===== src/rtl/sss_pkg.sv =====
// Package: shared types for the strobed serial slave.
// Assumes: nothing beyond IEEE 1800-2017.
package sss_pkg;

    // Frame sequencer states: header reception, write body, read body, idle-until-strobe.
    typedef enum logic [1:0] {
        ST_HEAD  = 2'd0,
        ST_WBODY = 2'd1,
        ST_RBODY = 2'd2,
        ST_HOLD  = 2'd3
    } frame_st_t;

endpackage


===== src/rtl/sss_sync.sv =====
// Module: sss_sync
// Brings WIDTH asynchronous pins into the clk domain through STAGES flops each.
// Assumes: STAGES >= 2; RESET_VAL gives each bit's reset level.
module sss_sync #(
    parameter int              STAGES    = 2,
    parameter int              WIDTH     = 3,
    parameter logic [WIDTH-1:0] RESET_VAL = '0
) (
    input  logic             clk,
    input  logic             rst_n,
    input  logic [WIDTH-1:0] din,
    output logic [WIDTH-1:0] dout
);

    for (genvar b = 0; b < WIDTH; b++) begin : g_bit
        logic [STAGES-1:0] chain;

        // Shift one pin through its flop chain.
        always_ff @(posedge clk) begin
            if (!rst_n) chain <= {STAGES{RESET_VAL[b]}};
            else        chain <= {chain[STAGES-2:0], din[b]};
        end

        assign dout[b] = chain[STAGES-1];
    end

endmodule


===== src/rtl/sss_frame.sv =====
// Module: sss_frame
// Sequences one frame: checks the header, records direction and register
// select, collects a write byte and raises the write pulse or the read request.
// Assumes: inputs are already synchronized; sck phases span several clocks.
module sss_frame
    import sss_pkg::*;
#(
    parameter int SYNC_BITS = 5,
    parameter int WORD_BITS = 8
) (
    input  logic                 clk,
    input  logic                 rst_n,
    input  logic                 stb_s,
    input  logic                 sck_s,
    input  logic                 sdi_s,
    output logic                 wr_pulse,
    output logic                 wr_rs,
    output logic [WORD_BITS-1:0] wr_data,
    output logic                 rd_req,
    output logic                 rd_rs,
    output logic                 rd_phase,
    output logic                 sck_fall
);

    localparam int HEAD_BITS = SYNC_BITS + 3;
    localparam int MAX_BITS  = (HEAD_BITS > WORD_BITS) ? HEAD_BITS : WORD_BITS;
    localparam int CNT_W     = $clog2(MAX_BITS);
    localparam logic [CNT_W-1:0] POS_DIR  = CNT_W'(SYNC_BITS);
    localparam logic [CNT_W-1:0] POS_SEL  = CNT_W'(SYNC_BITS + 1);
    localparam logic [CNT_W-1:0] POS_LAST = CNT_W'(SYNC_BITS + 2);
    localparam logic [CNT_W-1:0] POS_SYNC = CNT_W'(SYNC_BITS);
    localparam logic [CNT_W-1:0] BODY_END = CNT_W'(WORD_BITS - 1);

    frame_st_t             state;
    logic [CNT_W-1:0]      cnt;
    logic                  sck_q;
    logic                  sck_rise;
    logic                  dir_q;
    logic                  sel_q;
    logic [WORD_BITS-1:0]  sh;

    // Remember the previous shift-clock level for edge detection.
    always_ff @(posedge clk) begin
        if (!rst_n) sck_q <= 1'b0;
        else        sck_q <= sck_s;
    end

    assign sck_rise = sck_s & ~sck_q;
    assign sck_fall = ~sck_s & sck_q;
    assign rd_phase = (state == ST_RBODY);

    // Frame sequencer: header decode, body collection and pulse generation.
    always_ff @(posedge clk) begin
        if (!rst_n) begin
            state    <= ST_HEAD;
            cnt      <= '0;
            dir_q    <= 1'b0;
            sel_q    <= 1'b0;
            sh       <= '0;
            wr_pulse <= 1'b0;
            wr_rs    <= 1'b0;
            wr_data  <= '0;
            rd_req   <= 1'b0;
            rd_rs    <= 1'b0;
        end else begin
            wr_pulse <= 1'b0;
            rd_req   <= 1'b0;
            if (stb_s) begin
                state <= ST_HEAD;
                cnt   <= '0;
            end else begin
                unique case (state)
                    ST_HEAD: if (sck_rise) begin
                        cnt <= cnt + 1'b1;
                        if (cnt < POS_SYNC) begin
                            if (!sdi_s) state <= ST_HOLD;
                        end else if (cnt == POS_DIR) begin
                            dir_q <= sdi_s;
                        end else if (cnt == POS_SEL) begin
                            sel_q <= sdi_s;
                        end else if (cnt == POS_LAST) begin
                            cnt <= '0;
                            if (sdi_s) begin
                                state <= ST_HOLD;
                            end else if (dir_q) begin
                                state  <= ST_RBODY;
                                rd_req <= 1'b1;
                                rd_rs  <= sel_q;
                            end else begin
                                state <= ST_WBODY;
                            end
                        end
                    end
                    ST_WBODY: if (sck_rise) begin
                        sh  <= {sdi_s, sh[WORD_BITS-1:1]};
                        cnt <= cnt + 1'b1;
                        if (cnt == BODY_END) begin
                            wr_pulse <= 1'b1;
                            wr_data  <= {sdi_s, sh[WORD_BITS-1:1]};
                            wr_rs    <= sel_q;
                            state    <= ST_HOLD;
                        end
                    end
                    ST_RBODY: if (sck_rise) begin
                        cnt <= cnt + 1'b1;
                        if (cnt == BODY_END) state <= ST_HOLD;
                    end
                    default: ;
                endcase
            end
        end
    end


    strobe_idle_chk: assert property (@(posedge clk) disable iff (!rst_n)
        stb_s |=> (state == ST_HEAD && cnt == '0));

    abort_sticky_chk: assert property (@(posedge clk) disable iff (!rst_n)
        (state == ST_HOLD && !stb_s) |=> (state == ST_HOLD));

    wr_single_chk: assert property (@(posedge clk) disable iff (!rst_n)
        wr_pulse |=> !wr_pulse);

    wr_origin_chk: assert property (@(posedge clk) disable iff (!rst_n)
        wr_pulse |-> ($past(state) == ST_WBODY));

    rd_single_chk: assert property (@(posedge clk) disable iff (!rst_n)
        rd_req |=> !rd_req);

    extra_ignored_chk: assert property (@(posedge clk) disable iff (!rst_n)
        (state == ST_HOLD) |=> (!wr_pulse && !rd_req));

endmodule


===== src/rtl/sss_tx.sv =====
// Module: sss_tx
// Captures the read byte when requested and drives it bit by bit, least
// significant first, on each shift-clock fall of the read body.
// Assumes: load never coincides with drive_en (sck phases span several clocks).
module sss_tx #(
    parameter int WORD_BITS = 8
) (
    input  logic                 clk,
    input  logic                 rst_n,
    input  logic                 frame_idle,
    input  logic                 load,
    input  logic [WORD_BITS-1:0] load_data,
    input  logic                 drive_en,
    output logic                 sdo_out,
    output logic                 sdo_oe
);

    localparam int SEL_W = (WORD_BITS > 1) ? $clog2(WORD_BITS) : 1;
    localparam logic [SEL_W-1:0] LAST_SEL = SEL_W'(WORD_BITS - 1);

    logic [WORD_BITS-1:0] byte_q;
    logic [SEL_W-1:0]     idx;
    logic                 all_sent;

    // Capture the read byte, then step through its bits on each fall.
    always_ff @(posedge clk) begin
        if (!rst_n) begin
            byte_q   <= '0;
            idx      <= '0;
            all_sent <= 1'b0;
            sdo_out  <= 1'b0;
            sdo_oe   <= 1'b0;
        end else if (frame_idle) begin
            idx      <= '0;
            all_sent <= 1'b0;
            sdo_out  <= 1'b0;
            sdo_oe   <= 1'b0;
        end else begin
            if (load) begin
                byte_q   <= load_data;
                idx      <= '0;
                all_sent <= 1'b0;
            end else if (drive_en && !all_sent) begin
                sdo_out <= byte_q[idx];
                sdo_oe  <= 1'b1;
                if (idx == LAST_SEL) all_sent <= 1'b1;
                else                 idx      <= idx + 1'b1;
            end
        end
    end


    oe_release_chk: assert property (@(posedge clk) disable iff (!rst_n)
        frame_idle |=> (!sdo_oe && !sdo_out));

    bit_hold_chk: assert property (@(posedge clk) disable iff (!rst_n)
        (!drive_en && !frame_idle) |=> $stable(sdo_out));

    oe_cause_chk: assert property (@(posedge clk) disable iff (!rst_n)
        $rose(sdo_oe) |-> $past(drive_en));

endmodule


===== src/rtl/strobed_serial_slave.sv =====
// Module: strobed_serial_slave (top)
// Two-byte strobed serial slave: synchronizes the link pins, sequences
// header and body, and returns read bytes on the split data pad signals.
// Assumes: sck_in phases last several clk periods; pad tristate lives above.
module strobed_serial_slave #(
    parameter int SYNC_STAGES = 2,
    parameter int SYNC_BITS   = 5,
    parameter int WORD_BITS   = 8
) (
    input  logic                 clk,
    input  logic                 rst_n,
    input  logic                 stb_in,
    input  logic                 sck_in,
    input  logic                 sdi_in,
    output logic                 sdo_out,
    output logic                 sdo_oe,
    output logic                 wr_pulse,
    output logic                 wr_rs,
    output logic [WORD_BITS-1:0] wr_data,
    output logic                 rd_req,
    output logic                 rd_rs,
    input  logic [WORD_BITS-1:0] rd_data
);

    logic [2:0] pins_s;
    logic       stb_s;
    logic       sck_s;
    logic       sdi_s;
    logic       rd_phase;
    logic       sck_fall;

    // Pin order {sdi, sck, stb}; the strobe resets high so no frame opens in reset.
    sss_sync #(
        .STAGES    (SYNC_STAGES),
        .WIDTH     (3),
        .RESET_VAL (3'b001)
    ) u_sync (
        .clk   (clk),
        .rst_n (rst_n),
        .din   ({sdi_in, sck_in, stb_in}),
        .dout  (pins_s)
    );

    assign stb_s = pins_s[0];
    assign sck_s = pins_s[1];
    assign sdi_s = pins_s[2];

    sss_frame #(
        .SYNC_BITS (SYNC_BITS),
        .WORD_BITS (WORD_BITS)
    ) u_frame (
        .clk      (clk),
        .rst_n    (rst_n),
        .stb_s    (stb_s),
        .sck_s    (sck_s),
        .sdi_s    (sdi_s),
        .wr_pulse (wr_pulse),
        .wr_rs    (wr_rs),
        .wr_data  (wr_data),
        .rd_req   (rd_req),
        .rd_rs    (rd_rs),
        .rd_phase (rd_phase),
        .sck_fall (sck_fall)
    );

    sss_tx #(
        .WORD_BITS (WORD_BITS)
    ) u_tx (
        .clk        (clk),
        .rst_n      (rst_n),
        .frame_idle (stb_s),
        .load       (rd_req),
        .load_data  (rd_data),
        .drive_en   (rd_phase & sck_fall),
        .sdo_out    (sdo_out),
        .sdo_oe     (sdo_oe)
    );


    no_dual_event_chk: assert property (@(posedge clk) disable iff (!rst_n)
        !(wr_pulse && rd_req));

endmodule


===== config.mk =====
export PLATFORM = sky130hd
export DESIGN_NAME = strobed_serial_slave
export DESIGN_NICKNAME = d
export VERILOG_FILES = /design/src/rtl/sss_pkg.sv /design/src/rtl/sss_sync.sv /design/src/rtl/sss_frame.sv /design/src/rtl/sss_tx.sv /design/src/rtl/strobed_serial_slave.sv
export SDC_FILE = /design/constraint.sdc
export NUM_CORES = 1
export LEC_CHECK = 0
export ABC_AREA = 0
export BUFFER_PORTS_ARGS = -buffer_cell sky130_fd_sc_hd__buf_2
export CELL_PAD_IN_SITES_DETAIL_PLACEMENT = 1
export CELL_PAD_IN_SITES_GLOBAL_PLACEMENT = 1
export CORE_UTILIZATION = 35
export DETAILED_ROUTE_END_ITERATION = 6
export PLACE_DENSITY_LB_ADDON = 0.1
export SLEW_MARGIN = 25
export SYNTH_ARGS = -nofsm -noshare
export SYNTH_HDL_FRONTEND = slang
export SYNTH_SLANG_ARGS = --single-unit

===== constraint.sdc =====
create_clock -name clk -period 5.7 [get_ports clk]
set_input_delay 0.57 -clock clk [delete_from_list [all_inputs] [get_ports clk]]
set_output_delay 0.57 -clock clk [all_outputs]
set_load 0.02 [all_outputs]

==> summary.md, run 1 <==
| Metric | Value |
|---|---|
| Status | complete, no violations |
| Cell breakdown of the critical path | ha_1 > ha_1 > or4b_4 > or4_4 > o221a_1 |
| DP Wirelength | 2.99 mm |
| Number of antenna violations at the first check in global routing | 0 |
| DRC violation count after routing | 0 |
| Hold Path Origin | u_sync.g_bit[0].chain[0]$_SDFF_PN1_ |
| Final wirelength | 4.04 mm |
| Worst-case clock buffer depth | 2 |
| Antenna fix cells | 0 |
| Area of the die | 6050 um2 |
| Reg2reg start | u_frame.cnt[0]$_SDFFE_PP0P_ |
| Count of buffers from port buffering | 26 |
| Commonest non-fill, non-tap cell in the layout | sky130_fd_sc_hd__dfxtp_1 |
| Crit path max-delay cell type | sky130_fd_sc_hd__or4b_4 |
| Smallest hold slack | 0.429 ns |
| Wire length on met1 | 1.89 mm |
| Area occupied by registers | 941 um2 |
| Post-CTS setup buffer count | 0 |
| Fillcell total | 627 |
| Global route overflow | 0 |
| Initial core utilization | 36.5% |
| Fin. Hold Viols | 0 |
| Syn-to-layout area delta | 15.2% |
| Final setup violation count | 0 |
| Total vias in the final route | 1423 |
| TritonCTS clock tree | built |
| PwrDens | 245 nW/um2 |
| Avg WL per Cell | 13.8 um |
| Hold-fix buffers, CTS | 0 |
| Post-synthesis async set-or-reset flop share | 0% |
| Crit path top cell by count | sky130_fd_sc_hd__ha_1 |
| Critical path startpoint | u_frame.cnt[0]$_SDFFE_PP0P_ |
| Class of the worst hold path | flip-flop to flip-flop |
| Worst slew pin tran | 0.911 ns |
| Maximum fanout count along the critical path | 12 |
| Post-layout min period | 2.39 ns |
| Worst path bufs/invs | 0 |
| Initial DRC Count | 71 |
| Final critical-path share of the clock period | 42.0% |
| Placer congestion estimate | 0.729 |
| Chip Height | 77.8 um |
| Root buf cell | sky130_fd_sc_hd__clkbuf_8 |
| H-tree levels | 2 |
| Multi-input gate area in the final layout | 1020 um2 |
| Remaining max-slew budget at the tightest pin | 39.1% |
| Data required time of the critical path | 5.90 ns |
| Final setup slack of the worst path | 3.31 ns |
| Worst Clk Skew | 0.00518 ns |
| Synth Register Bits | 47 |
| Post-detailed-route via-to-cell ratio | 4.87 |
| Post-synthesis cell type with the largest combined area | sky130_fd_sc_hd__dfxtp_1 |
| Fin Setup TNS | 0 ns |
| Syn_nets | 218 |
| Number of synthesized flops with an enable pin | 0 |
| YS warnings | 0 |
| Top routing layer in use | met4 |
| Number of nets still failing antenna checks after routing | 0 |
| Setup repair after global routing missed its margin | no |
| Final Slew Violations | 0 |
| Met2 routed WL | 1.93 mm |
| Commonest cells after routing, fill and taps aside | sky130_fd_sc_hd__dfxtp_1, sky130_fd_sc_hd__buf_2, sky130_fd_sc_hd__mux2i_1 |
| Maximum resistive drop on vdd | 0.000116 V |
| Yosys top cell area share | 46.8% |
| Largest net degree at the start of global routing | 38 |
| Number of iterations in the first detailed-routing pass | 4 |
| Critical path startpoint category | flip-flop |
| Core region area | 5510 um2 |
| Overall power | 568 uW |
| Proportion of layout cells with a drive suffix above 1 | 19.1% |
| Post-synth cell types | 37 |
| First-pass GRT wire length | 7.09 mm |
| CTS sink count | 47 |
| Static Leakage | 0.000833 uW |
| Number of buffers added by the clock tree synthesis step | 5 |
| DP Worst Slack | 3.28 ns |
| Count of mapped cells out of synthesis | 194 |
| Clock-pin slew on the worst setup and hold paths | 0.08 ns |
| Global Route Usage Sum | 15.2% |
| Biggest cell delay along the critical path | 0.54 ns |
| Netlist area before placement | 2010 um2 |
| Number of max-capacitance violations reported | 0 |
| Kind of end point of the critical path | flip-flop |
| I/O pins | 27 |
| Fraction of the yosys area taken by sequential cells | 46.8% |
| Via count of the first global-routing pass | 1521 |
| Type of the worst setup path | flip-flop to flip-flop |
| Achievable frequency | 418 MHz |
| Top Family by Delay on Critical Path | simple AND/OR/NAND/NOR gates |
| Prevailing post-synth register cell | sky130_fd_sc_hd__dfxtp_1 |
| Mean post-synth cell area | 10.4 um2 |
| Worst skew pair latency | 0.30 ns |
| Critical path arrival | 2.59 ns |
| Horizontal extent of the die | 77.8 um |
| Top post-synthesis cells by area | sky130_fd_sc_hd__dfxtp_1, sky130_fd_sc_hd__mux2i_1, sky130_fd_sc_hd__ha_1, sky130_fd_sc_hd__nor2b_1, sky130_fd_sc_hd__a21boi_0 |
| Placement Rows | 27 |
| Count of instances resized after the clock tree is built | 0 |
| Final nets | 243 |
| DR WL met3 | 137 um |
routing by layer:
layer / track usage, % / vias to the layer above
li1: - / 720
met1: 18.3 / 676
met2: 25.4 / 20
met3: 4.35 / 7
met4: 6.23 / 0
met5: 0 / -
metrics by stage:
| step | std cells | utilization, % | instance area (um2) |
|---|---|---|---|
| 4_1_cts | 291 | 41.9 | 2310 |
| 2_1_floorplan | 194 | - | 2010 |
| 5_1_grt | 292 | 42.1 | 2320 |
| 3_5_place_dp | 283 | 40.1 | 2210 |
| 6_report | 292 | 42.1 | 2320 |
| 3_3_place_gp | 283 | 40.1 | 2210 |
cell families (layout without fill, tap and decap cells):
group	after synthesis	in the layout	share of synthesized area, %
simple gates	73	73	21.2
fa+ha+maj	11	11	6.84
xor+xnor	1	1	0.436
compound gates	22	22	8.40
buf+inv	16	42	3.11
mux	24	24	13.2
flops	47	47	46.8
worst reg2reg max path, delay by kind of cell, from the launching register on:
| kind | cells | cell delay [ns] |
|---|---|---|
| and+or+nand+nor | 2 | 0.97 |
| adders and majority gates | 2 | 0.63 |
| DFF | 1 | 0.46 |
| AOI/OAI and AO/OA | 1 | 0.24 |
final timing paths:
kind,end,slack (ns),cells past startpoint
max reg2reg,u_frame.state[1]$_SDFFE_PP0P_,3.31,5
min,u_sync.g_bit[0].chain[1]$_SDFF_PN1_,0.43,1
max,u_frame.state[1]$_SDFFE_PP0P_,3.31,5
min reg2reg,u_sync.g_bit[0].chain[1]$_SDFF_PN1_,0.43,1
power by group:
group	internal [uW]	switching, uW	leakage [uW]
clock	111	109	0.0000515
sequential	330	2.45	0.000380
combinational	8.59	7.12	0.000402
cell type report:
type	instances	area share [%]
well taps	72	3.89
inverters	7	1.13
repair buffers	27	5.94
flip-flops and latches	47	40.6
clock buffers	8	4.32
multi-input cells	131	44.1
Yosys cell counts, types with 2 or more instances:
library cell	instances
sky130_fd_sc_hd__and2_1	5
sky130_fd_sc_hd__nand2_1	12
sky130_fd_sc_hd__ha_1	11
sky130_fd_sc_hd__nor2b_1	18
sky130_fd_sc_hd__buf_2	2
sky130_fd_sc_hd__a21oi_1	3
sky130_fd_sc_hd__nand3_1	9
sky130_fd_sc_hd__inv_1	7
sky130_fd_sc_hd__a21boi_0	9
sky130_fd_sc_hd__nand3b_1	2
sky130_fd_sc_hd__nor3_1	8
sky130_fd_sc_hd__nand2b_1	5
sky130_fd_sc_hd__mux4_2	2
sky130_fd_sc_hd__mux2i_1	22
sky130_fd_sc_hd__nor2_1	4
sky130_fd_sc_hd__dfxtp_1	47
sky130_fd_sc_hd__clkbuf_1	7
sky130_fd_sc_hd__o221a_1	2
flip-flops by register name (all words and copies together), names as in the netlist:
register and cells:
u_frame.cnt 3, u_frame.dir_q 1, u_frame.rd_req 1, u_frame.rd_rs 1, u_frame.sck_q 1, u_frame.sel_q 1, u_frame.sh 7, u_frame.state 2
u_frame.wr_data 8, u_frame.wr_pulse 1, u_frame.wr_rs 1, u_sync.g_bit.chain 6, u_tx.all_sent 1, u_tx.byte_q 8, u_tx.idx 3, u_tx.sdo_oe 1
u_tx.sdo_out 1
No activity file was read; power rests on OpenSTA's default activity.
==> inputs of run 2 (changes only) <==
clock period = 2.2 ns   (was 5.7 ns; I/O delays follow)
==> summary.md, run 2 (synthesis gave the netlist of run 1 again) <==
| Metric | Value |
|---|---|
| Final Slew Violations | 0 |
| Placer congestion estimate | 0.767 |
| Worst skew pair latency | 0.29 ns |
| Post-detailed-route via-to-cell ratio | 4.83 |
| Fillcell total | 627 |
| Clock-pin slew on the worst setup and hold paths | 0.08 ns |
| Number of iterations in the first detailed-routing pass | 3 |
| Syn-to-layout area delta | 15.0% |
| Number of antenna violations at the first check in global routing | 0 |
| Initial DRC Count | 51 |
| DP Wirelength | 2.98 mm |
| Largest net degree at the start of global routing | 37 |
| Register-to-Register Path Depth | 5 |
| CTS sink count | 47 |
| Maximum resistive drop on vdd | 0.000239 V |
| I/O pins | 27 |
| PwrDens | 596 nW/um2 |
| Achievable frequency | 476 MHz |
| Multi-input gate area in the final layout | 1020 um2 |
| Worst-case register-to-register setup slack | 0.1 ns |
| Antenna fix cells | 0 |
| Status | complete, no violations |
| TritonCTS clock tree | built |
| Reg2reg start | u_frame.cnt[0]$_SDFFE_PP0P_ |
| Largest registers in the final layout | u_frame.wr_data: 8 flops, u_tx.byte_q: 8 flops, u_frame.sh: 7 flops |
| Met3 global-route usage | 4.00% |
| Static Leakage | 0.000834 uW |
| Fin Setup TNS | 0 ns |
| Type of the worst setup path | flip-flop to flip-flop |
| Class of the worst hold path | input port to flip-flop |
| Via count of the first global-routing pass | 1545 |
| Placement Rows | 27 |
| Fraction of met2 tracks used by global routing | 25.2% |
| Root buf cell | sky130_fd_sc_hd__clkbuf_8 |
| First-pass GRT wire length | 7.16 mm |
| Post-layout min period | 2.10 ns |
| Critical path startpoint | u_frame.cnt[0]$_SDFFE_PP0P_ |
| Global route overflow | 0 |
| Hold Path Origin | stb_in |
| Worst flop-to-flop path endpoint | u_frame.state[0]$_SDFFE_PP0P_ |
| Core region area | 5510 um2 |
| Final wirelength | 4.07 mm |
| Placed cells | 287 |
| Final nets | 246 |
| Avg WL per Cell | 13.9 um |
| Worst hold path endpoint | u_sync.g_bit[0].chain[0]$_SDFF_PN1_ |
| Worst Clk Skew | 0.00646 ns |
| Critical path startpoint category | flip-flop |
| Maximum fanout count along the critical path | 6 |
| Number of max-capacitance violations reported | 0 |
| Worst slew pin tran | 0.522 ns |
| Commonest cells after routing, fill and taps aside | sky130_fd_sc_hd__dfxtp_1, sky130_fd_sc_hd__buf_2, sky130_fd_sc_hd__mux2i_1 |
| Number of buffers added by the clock tree synthesis step | 5 |
| Horizontal extent of the die | 77.8 um |
| Commonest non-fill, non-tap cell in the layout | sky130_fd_sc_hd__dfxtp_1 |
| Busiest layer in global routing | met2 |
| Kind of end point of the critical path | flip-flop |
| Count of buffers from port buffering | 26 |
| Area of the die | 6050 um2 |
| Remaining max-slew budget at the tightest pin | 64.9% |
| Met1 layer usage reported by global route | 19.0% |
| Area occupied by registers | 941 um2 |
| Worst-case clock buffer depth | 2 |
| Final standard cell count with taps included and fillers excluded | 293 |
| H-tree levels | 2 |
| Global Route Usage Sum | 15.1% |
| Fin. Hold Viols | 0 |
| Chip Height | 77.8 um |
| Worst hold stages | 2 |
| Setup repair after global routing missed its margin | no |
| Initial core utilization | 36.5% |
| Final setup violation count | 0 |
| Total vias in the final route | 1415 |
| Critical path arrival | 2.29 ns |
| Data required time of the critical path | 2.38 ns |
| Number of nets still failing antenna checks after routing | 0 |
| DRC violation count after routing | 0 |
| Final critical-path share of the clock period | 95.6% |
| Proportion of layout cells with a drive suffix above 1 | 19.5% |
## run 2: cell count changes in the layout (fill, tap and decap cells not counted), sizes merged
cell,change
buf,+3
clkbuf,-2
## run 2: power by group
| group | internal, uW | switching [uW] |
|---|---|---|
| registers | 856 | 6.69 |
| clock network | 212 | 261 |
| logic | 23.3 | 19.7 |
| total | 1090 | 287 |
## run 2: worst max path at each step
stage	endpoint	slack, ns	cells past startpoint
finish	u_frame.state[0]$_SDFFE_PP0P_	0.1	5
global route	u_frame.state[1]$_SDFFE_PP0P_	0.02	5
CTS	u_frame.state[0]$_SDFFE_PP0P_	0.09	5
detailed placement	u_frame.state[0]$_SDFFE_PP0P_	0.11	5
global placement	u_frame.state[1]$_SDFFE_PP0P_	0.20	5
floorplan	u_frame.state[0]$_SDFFE_PP0P_	0.22	5
## run 2: what timing repair did
item                       4_1_cts  5_1_grt
setup endpoints to repair        0        1
resized for setup                0        1
buffers inserted                 0        0
hold buffers                     0        0
## run 2: final cells by class
type / instances / share of cell area [%]
Multi-Input combinational cell: 131 / 44.2
Sequential cell: 47 / 40.7
Inverter: 7 / 1.14
Timing Repair Buffer: 30 / 6.93
Clock buffer: 6 / 3.14
Tap cell: 72 / 3.90
## run 2: per-stage QoR
step / setup slack (ns) / area, um2 / utilization, % / total power, uW / hold WS [ns]
6_report: 0.0970 / 2310 / 42.0 / 1380 / 0.105
4_1_cts: 0.0943 / 2310 / 42.0 / 1410 / 0.0898
3_5_place_dp: 0.105 / 2240 / 40.7 / 927 / 0.403
5_1_grt: 0.0175 / 2310 / 42.0 / 1450 / 0.113
3_3_place_gp: 0.195 / 2240 / 40.7 / 925 / 0.395
2_1_floorplan: 0.221 / 2010 / - / 906 / 0.321
## run 2: metal layers
metal,routed length (um),up-vias,share of wire [%]
met2,1910,18,47
met3,127,6,3.1
li1,-,724,-
met4,48,0,1.2
met5,0,-,0
met1,1980,667,49
## run 2: critical path: stages, from the launching register on
cell and delay (ns):
sky130_fd_sc_hd__dfxtp_1 0.45, sky130_fd_sc_hd__inv_1 0.11, sky130_fd_sc_hd__ha_1 0.23, sky130_fd_sc_hd__or4b_4 0.55, sky130_fd_sc_hd__or4_4 0.43, sky130_fd_sc_hd__o221a_1 0.23
